===== config.mk =====
export PLATFORM = sky130hd
export DESIGN_NAME = pm_slot_pool
export DESIGN_NICKNAME = d
export VERILOG_FILES = /design/src/rtl/pool_pkg.sv /design/src/rtl/pool_first_set.sv /design/src/rtl/pool_id_cam.sv /design/src/rtl/pm_slot_pool.sv
export SDC_FILE = /design/constraint.sdc
export NUM_CORES = 2
export LEC_CHECK = 0
export BUFFER_PORTS_ARGS = -buffer_cell sky130_fd_sc_hd__buf_4
export CORE_UTILIZATION = 28
export DETAILED_ROUTE_END_ITERATION = 10
export PLACE_DENSITY_LB_ADDON = 0.15
export SLEW_MARGIN = 20
export SYNTH_ARGS = -nofsm -noshare
export SYNTH_HDL_FRONTEND = slang
export SYNTH_SLANG_ARGS = --single-unit

===== constraint.sdc =====
create_clock -name clk -period 5.5 [get_ports clk]
set_input_delay 0.275 -clock clk [delete_from_list [all_inputs] [get_ports clk]]
set_output_delay 0.275 -clock clk [all_outputs]
set_load 0.005 [all_outputs]

===== src/rtl/pool_pkg.sv =====
package pool_pkg;
    typedef enum logic [1:0] {
        ST_IDLE   = 2'd0,
        ST_LOOKUP = 2'd1,
        ST_COMMIT = 2'd2
    } pool_state_t;
endpackage


===== src/rtl/pool_first_set.sv =====
// Lowest-index set-bit finder.
module pool_first_set #(
    parameter int WIDTH = 128,
    parameter int IDX_W = $clog2(WIDTH)
) (
    input  logic [WIDTH-1:0] vec,
    output logic             found,
    output logic [IDX_W-1:0] idx
);
    always_comb begin
        found = |vec;
        idx   = '0;
        for (int i = WIDTH - 1; i >= 0; i--) begin
            if (vec[i]) idx = IDX_W'(i);
        end
    end
endmodule


===== src/rtl/pool_id_cam.sv =====
// Compares a connection index against every live owner entry.
module pool_id_cam #(
    parameter int ENTRIES = 128,
    parameter int ID_W    = 12
) (
    input  logic [ENTRIES-1:0]           live,
    input  logic [ENTRIES-1:0][ID_W-1:0] owners,
    input  logic [ID_W-1:0]              key,
    output logic [ENTRIES-1:0]           hit_vec
);
    for (genvar g = 0; g < ENTRIES; g++) begin : g_cmp
        assign hit_vec[g] = live[g] && (owners[g] == key);
    end
endmodule


===== src/rtl/pm_slot_pool.sv =====
module pm_slot_pool
    import pool_pkg::*;
#(
    parameter int NUM_SLOTS = 128,
    parameter int ID_W      = 12,
    localparam int SLOT_W   = $clog2(NUM_SLOTS)
) (
    input  logic              clk,
    input  logic              rst_n,
    input  logic              req_valid,
    output logic              req_ready,
    input  logic              req_activate,
    input  logic [ID_W-1:0]   req_conn,
    output logic              rsp_valid,
    output logic              rsp_granted,
    output logic [SLOT_W-1:0] rsp_slot
);
    pool_state_t state, state_nx;

    logic                           act_q;
    logic [ID_W-1:0]                conn_q;
    logic                           hit_q, free_q;
    logic [SLOT_W-1:0]              hit_idx_q, free_idx_q;
    logic [NUM_SLOTS-1:0]           occ;
    logic [NUM_SLOTS-1:0][ID_W-1:0] owner;

    logic [NUM_SLOTS-1:0] hit_vec;
    logic                 hit_any, free_any;
    logic [SLOT_W-1:0]    hit_idx, free_idx;

    assign req_ready = (state == ST_IDLE);

    pool_id_cam #(.ENTRIES(NUM_SLOTS), .ID_W(ID_W)) u_cam (
        .live(occ), .owners(owner), .key(conn_q), .hit_vec(hit_vec)
    );

    pool_first_set #(.WIDTH(NUM_SLOTS), .IDX_W(SLOT_W)) u_hit_enc (
        .vec(hit_vec), .found(hit_any), .idx(hit_idx)
    );

    pool_first_set #(.WIDTH(NUM_SLOTS), .IDX_W(SLOT_W)) u_free_enc (
        .vec(~occ), .found(free_any), .idx(free_idx)
    );

    // State register
    always_ff @(posedge clk) begin
        if (!rst_n) state <= ST_IDLE;
        else        state <= state_nx;
    end

    always_comb begin
        unique case (state)
            ST_IDLE:   state_nx = req_valid ? ST_LOOKUP : ST_IDLE;
            ST_LOOKUP: state_nx = ST_COMMIT;
            ST_COMMIT: state_nx = ST_IDLE;
            default:   state_nx = ST_IDLE;
        endcase
    end

    // Datapath and outputs
    always_ff @(posedge clk) begin
        if (!rst_n) begin
            act_q       <= 1'b0;
            conn_q      <= '0;
            hit_q       <= 1'b0;
            free_q      <= 1'b0;
            hit_idx_q   <= '0;
            free_idx_q  <= '0;
            occ         <= '0;
            owner       <= '0;
            rsp_valid   <= 1'b0;
            rsp_granted <= 1'b0;
            rsp_slot    <= '0;
        end else begin
            rsp_valid <= 1'b0;
            unique case (state)
                ST_IDLE: begin
                    if (req_valid) begin
                        act_q  <= req_activate;
                        conn_q <= req_conn;
                    end
                end
                ST_LOOKUP: begin
                    hit_q      <= hit_any;
                    hit_idx_q  <= hit_idx;
                    free_q     <= free_any;
                    free_idx_q <= free_idx;
                end
                ST_COMMIT: begin
                    rsp_valid <= 1'b1;
                    if (act_q) begin
                        if (hit_q) begin
                            rsp_granted <= 1'b1;
                            rsp_slot    <= hit_idx_q;
                        end else if (free_q) begin
                            occ[free_idx_q]   <= 1'b1;
                            owner[free_idx_q] <= conn_q;
                            rsp_granted       <= 1'b1;
                            rsp_slot          <= free_idx_q;
                        end else begin
                            rsp_granted <= 1'b0;
                            rsp_slot    <= '0;
                        end
                    end else begin
                        rsp_granted <= 1'b1;
                        if (hit_q) begin
                            occ[hit_idx_q] <= 1'b0;
                            rsp_slot       <= hit_idx_q;
                        end else begin
                            rsp_slot <= '0;
                        end
                    end
                end
                default: ;
            endcase
        end
    end

    // busy for two cycles after acceptance, response on the third
    a_r7_accept_timing: assert property (@(posedge clk) disable iff (!rst_n)
        (req_valid && req_ready) |=> (!req_ready ##1 !req_ready ##1 rsp_valid));

    // response is a single-cycle pulse
    a_r7_rsp_pulse: assert property (@(posedge clk) disable iff (!rst_n)
        rsp_valid |=> !rsp_valid);

    // a confirmed activation leaves its slot occupied and owned by the requester
    a_r2_grant_binds: assert property (@(posedge clk) disable iff (!rst_n)
        (rsp_valid && rsp_granted && act_q) |-> (occ[rsp_slot] && owner[rsp_slot] == conn_q));

    // denial only when full, and the edge that issued it changed no slot
    a_r3_deny_full_no_change: assert property (@(posedge clk) disable iff (!rst_n)
        (rsp_valid && !rsp_granted) |-> ((&occ) && occ == $past(occ)));

    // deactivation always confirmed, never leaves its slot held by the requester
    a_r4_deact_confirmed: assert property (@(posedge clk) disable iff (!rst_n)
        (rsp_valid && !act_q) |-> (rsp_granted && !(occ[rsp_slot] && owner[rsp_slot] == conn_q)));

    // no connection owns more than one slot
    a_r6_single_owner: assert property (@(posedge clk) disable iff (!rst_n)
        $onehot0(hit_vec));
endmodule


# Yosys cells after proc, flatten, opt, wreduce, memory -nomap -nowiden
# Index checks and enable logic that the tools add are counted.
op_classes:
  n_lt_le_gt_ge: 4
  eq_ne: 131
  muxes: 277
  bitwise_logic: 5
  n_reduce_logical: 138
ops:
  columns: ["cell", "count"]
  rows:
  - ["$mux W7", 260]
  - ["$bwmux W1536", 1]
  - ["$eq A12 B12 Y1", 128]
  - ["$mux W128", 4]
  - ["$not A128 Y128", 2]
  - ["$reduce_or A128 Y1", 2]
  - ["$logic_and A1 B1 Y1", 130]
  - ["$and A128 B128 Y128", 1]
  - ["$or A128 B128 Y128", 1]
  - ["$demux W12 S7", 1]
  - ["$lt A7 B8 Y1 const B", 2]
  - ["$demux W1 S7", 2]
  - ["$ge A7 B1 Y1 const B", 2]
  - ["$mux W12", 1]
  - ["$reduce_and A4 Y1", 2]
  - ["$mux W1", 7]
  - ["$pmux W2 S2", 1]
  - ["$reduce_bool A2 Y1", 2]
  - ["$eq A2 B1 Y1 const B", 1]
  - ["$eq A2 B2 Y1 const B", 1]
  - ["$logic_not A2 Y1", 1]
  - ["$ne A2 B2 Y1 const B", 1]
  - ["$reduce_and A2 Y1", 1]
  - ["$not A1 Y1", 1]
word_totals:
  ff_bits: 1704
  input_bits: 16
  out_inout_bits: 10
  word_cells: 694

# Longest topological paths before layout
depth:
  word_depth: 130
  mapped_depth: 14

# By module
# A second synthesis with hierarchy kept.
hier_totals:
  cells_unflattened: 9469
  area_unflattened_um2: 80370.8
by_module_without_submodules:
  columns: ["mod", "instances", "cells_each", "area_each_um2", "seq_area_each_um2"]
  rows:
  - ["pm_slot_pool", 1, 6525, 57894.3, 34112.7]
  - ["pool_id_cam", 1, 2344, 19080.8, 0.0]
  - ["pool_first_set", 2, 300, 1697.9, 0.0]

# Least setup slack after synthesis
# Ideal clock, no wire load.
synth_timing:
  path_kind: "register -> register"
  start: "reg conn_q[5]"
  end: "reg hit_q"
  t_arrival_ns: 2.726
  setup_slack_ns: 2.656
  path_stages_with_launch: 11
  path_buffers: 2
  cell_sequence: "dfxtp_1 buf_4 buf_12 xnor2_1 nand3_1 nor4_1 or2_1 or4b_4 or4_1 or4_1 o221a_1"
synth_between:
  elab_chain_len: 3
synth_lines:
  columns: ["element", "line_no", "text"]
  rows:
  - ["start, declared", "pm_slot_pool.sv:21", "logic [ID_W-1:0] conn_q;"]
  - ["start signal, assigned", "pm_slot_pool.sv:80", "conn_q <= req_conn;"]
  - ["$eq A12 B12 Y1", "pool_id_cam.sv:12", "assign hit_vec[g] = live[g] && (owners[g] == key);"]
  - ["$logic_and A1 B1 Y1", "pool_id_cam.sv:12", null]
  - ["$reduce_or A128 Y1 *", "pool_first_set.sv:11", "found = |vec;"]
  - ["end signal, assigned", "pm_slot_pool.sv:84", "hit_q <= hit_any;"]
  - ["end, declared", "pm_slot_pool.sv:22", "logic hit_q, free_q;"]
# Every way passes the cells marked *; elsewhere a longest branch is shown, timed or not.
# A chain may end at the register's enable or synchronous reset.

# Worst setup path in the final report
layout_timing:
  start: "reg conn_q[0]"
  end: "reg hit_idx_q[2]"
layout_between:
  elab_chain_len: 130
layout_lines:
  columns: ["element", "line_no", "text"]
  rows:
  - ["$eq A12 B12 Y1", "pool_id_cam.sv:12", null]
  - ["$logic_and A1 B1 Y1", "pool_id_cam.sv:12", null]
  - ["$mux W7 (127 in a row)", "pool_first_set.sv:14", "if (vec[i]) idx = IDX_W'(i);"]
  - ["$mux W7 *", "pool_first_set.sv:14", null]
  - ["end signal, assigned", "pm_slot_pool.sv:85", "hit_idx_q <= hit_idx;"]
  - ["end, declared", "pm_slot_pool.sv:23", "logic [SLOT_W-1:0] hit_idx_q, free_idx_q;"]
# Marked as above.

==> results.yml <==
outcome:
  outcome: "finished clean"
clocking:
  cts_sinks: 1704
  htreeDepth: 4
  clk_root_buffer_cell: "clkbuf_16"
  clock_latency_ns: 0.91
  cts_post_setup_buffers_inserted: 0
  ctsLongestPathBuffers: 4
  clkSlewWorstSetupHoldPaths_ns: 0.06
  cts_buffers: 208
  cts_tree: "built"
floorplanning:
  fp.dieArea_um2: 294000
  start_util: 0.281
  rows: 198
  die-height_um: 543
  core_area_um2: 291000
  ios: 26
  die_width_um: 543
worst_hold_path:
  hold_class: "primary input to flip-flop"
  hold_start: "req_valid"
synthesis:
  ys_types: 72
  syn-cell-area_um2: 81800
  syn_nets: 10688
  yosysMostFrequentCell: "nand2_1"
  yosysWarnings: 0
  syn-mean-instance-area_um2: 7.67
  postSynthCellCount: 10672
  yosysTopAreaCell: "dfxtp_1"
  synth_edf_count: 0
  yosysTopAreaCellShare: 0.417
  ys_seq_elements: 1704
  synth_top_flop_cell: "dfxtp_1"
  yosys-top-cells-area: "dfxtp_1 42%, xnor2_1 16%, nand2_1 16%"
  ys_seq_area_frac: 0.417
  async_flop_share: 0
  yosys-top-cells-count: "3479 x nand2_1, 1704 x dfxtp_1, 1676 x a21oi_1, 1527 x xnor2_1, 634 x clkbuf_1"
detailed_routing:
  vias: 72505
  dr.first_iter.drc_count: 6672
  wl_per_cell_um: 22.7
  ant_nets: 0
  drt_first_pass_iters: 6
  drc: 0
  viasPerCell: 5.00
  finalWirelength_mm: 328
sta:
  setup_violations: 0
  finalHoldViolations: 0
  report.final.slew_viol_count: 0
  worst_slew_margin_rel: 0.0761
  tns_ns: 0
  fmax_ghz: 0.212
  rsz0062_at_grt: "false"
  worst_slew_pin_slew_ns: 1.39
  finalClockSkew_ns: 0.0618
  fin_crit_ns: 4.71
  period_share: 0.856
critical_path:
  r2r-start: "conn_q[0]"
  end_kind: "flip-flop"
  path_class: "flip-flop to flip-flop"
  start_kind: "flip-flop"
  worstPathRequired_ns: 6.31
  cp.arrival_ns: 5.51
  startpoint: "conn_q[0]"
  crit_fanout: 28
layout:
  areaGrowthSynthToFinish_pct: 13.8
  num-fill-cells: 30935
  drive_gt1_frac: 0.0781
  multi_input_area_um2: 43500
  fin_nets: 10435
  layoutNonFillerInstCount: 14488
  register_area_um2: 34200
grt:
  grt_first_pass_wirelength_mm: 480
  grt_pass1_vias: 68315
  overflow: 0
  antenna_found_initial: 13
  grtUsageTotal: 0.217
  grt_max_degree: 205
power_and_ir_drop:
  ir_drop_mv: 0.236
  powerDensity_nw_per_um2: 305
  power.total_mw: 28.4
  p_leak_nw: 26.8
job:
  drv_cap: 0
place:
  place_inst: 14096
  io_buffers: 25
  dp_hpwl_mm: 220
  gp_congestion: 0.951
==> worst paths after layout <==
kind | slack [ns] | endpoint | depth (start not counted)
worst max-delay path | 0.79 | hit_idx_q[2] | 12
worst min-delay path | 0.03 | conn_q[11] | 4
worst min register to register | 0.46 | owner[465] | 2
worst max register to register | 0.79 | hit_idx_q[2] | 12
==> state kept, by name, indices dropped and copies added, names as in the netlist <==
signal	flops
occ	128
act_q	1
rsp_granted	1
hit_q	1
hit_idx_q	7
rsp_valid	1
free_idx_q	7
conn_q	12
free_q	1
owner	1536
rsp_slot	7
state	2
==> where the power goes <==
group          leakage (nW)  total (mW)  internal, mW  switching (mW)
Combinational          9.75        2.20         0.798            1.41
Sequential             13.7        12.4          12.4          0.0978
Clock                  3.28        13.7          8.00            5.72
==> cell usage in the layout (no fill, tap or decap), types with 23 or more instances in the layout <==
cell       instances
nand3_1          183
nand4_1          314
nor3_1            36
nor2b_1           31
or4_1             23
clkbuf_8          49
inv_1             39
nor2_2            28
nor4_1           143
nand2b_1          23
nand2_1         3479
o21ai_0          118
clkbuf_1          66
buf_12            69
buf_4            299
xnor2_1         1527
nor2_1           211
clkbuf_16        210
a21oi_1         1674
dfxtp_1         1692
clkinv_2          28
o221a_2           56
==> worst max-delay path, cell delays in order, from the launching register on <==
cell and delay [ns]:
dfxtp_4 0.90, buf_4 0.35, buf_4 0.29, xnor2_1 0.15, nand4_1 0.15, nor4_1 0.77, nor2_1 0.25, nand2_1 0.13
nand2_1 0.07, a2111oi_1 1.04, buf_4 0.24, nor4bb_1 0.05, a211oi_1 0.19
==> stage by stage <==
stage	area [µm²]	utilization	setup slack, ns	hold slack, ns
floorplan	81800	-	2.66	0.411
global placement	86100	0.296	-0.423	0.454
detailed placement	86300	0.297	0.939	0.460
CTS	93100	0.320	0.944	0.0182
global route	93100	0.320	0.736	0.0458
finish	93100	0.320	0.791	0.0299
==> area by class of cell <==
class	count	share of cell area
multi-input combinational	8081	0.467
inverter	40	0.00169
clock buffer	325	0.0663
clock inverter	46	0.00525
tap	3900	0.0524
timing repair buffer	384	0.0406
sequential	1704	0.367
antenna	8	0.000215
==> cell families after synthesis <==
group,after synthesis,share of synthesized area
AND/OR/NAND/NOR,4571,0.234
buffers and inverters,887,0.0545
AO/OA/AOI/OAI,1979,0.130
flip-flops,1704,0.417
XOR/XNOR,1531,0.164
==> layer usage <==
| layer | part of all wire | wire [µm] | up-vias | global-route usage |
|---|---|---|---|---|
| li1 | - | - | 34620 | - |
| met1 | 0.46 | 150000 | 35446 | 0.297 |
| met2 | 0.46 | 150000 | 1997 | 0.350 |
| met3 | 0.057 | 18700 | 442 | 0.0306 |
| met4 | 0.030 | 10000 | 0 | 0.0687 |
| met5 | 0 | 0 | - | 0 |
==> what timing repair did <==
item | in CTS | in global routing
hold endpoints to repair | 13 | 0
gates resized for setup | 0 | 0
hold buffers | 13 | 0
No activity file was read; power rests on OpenSTA's default activity.
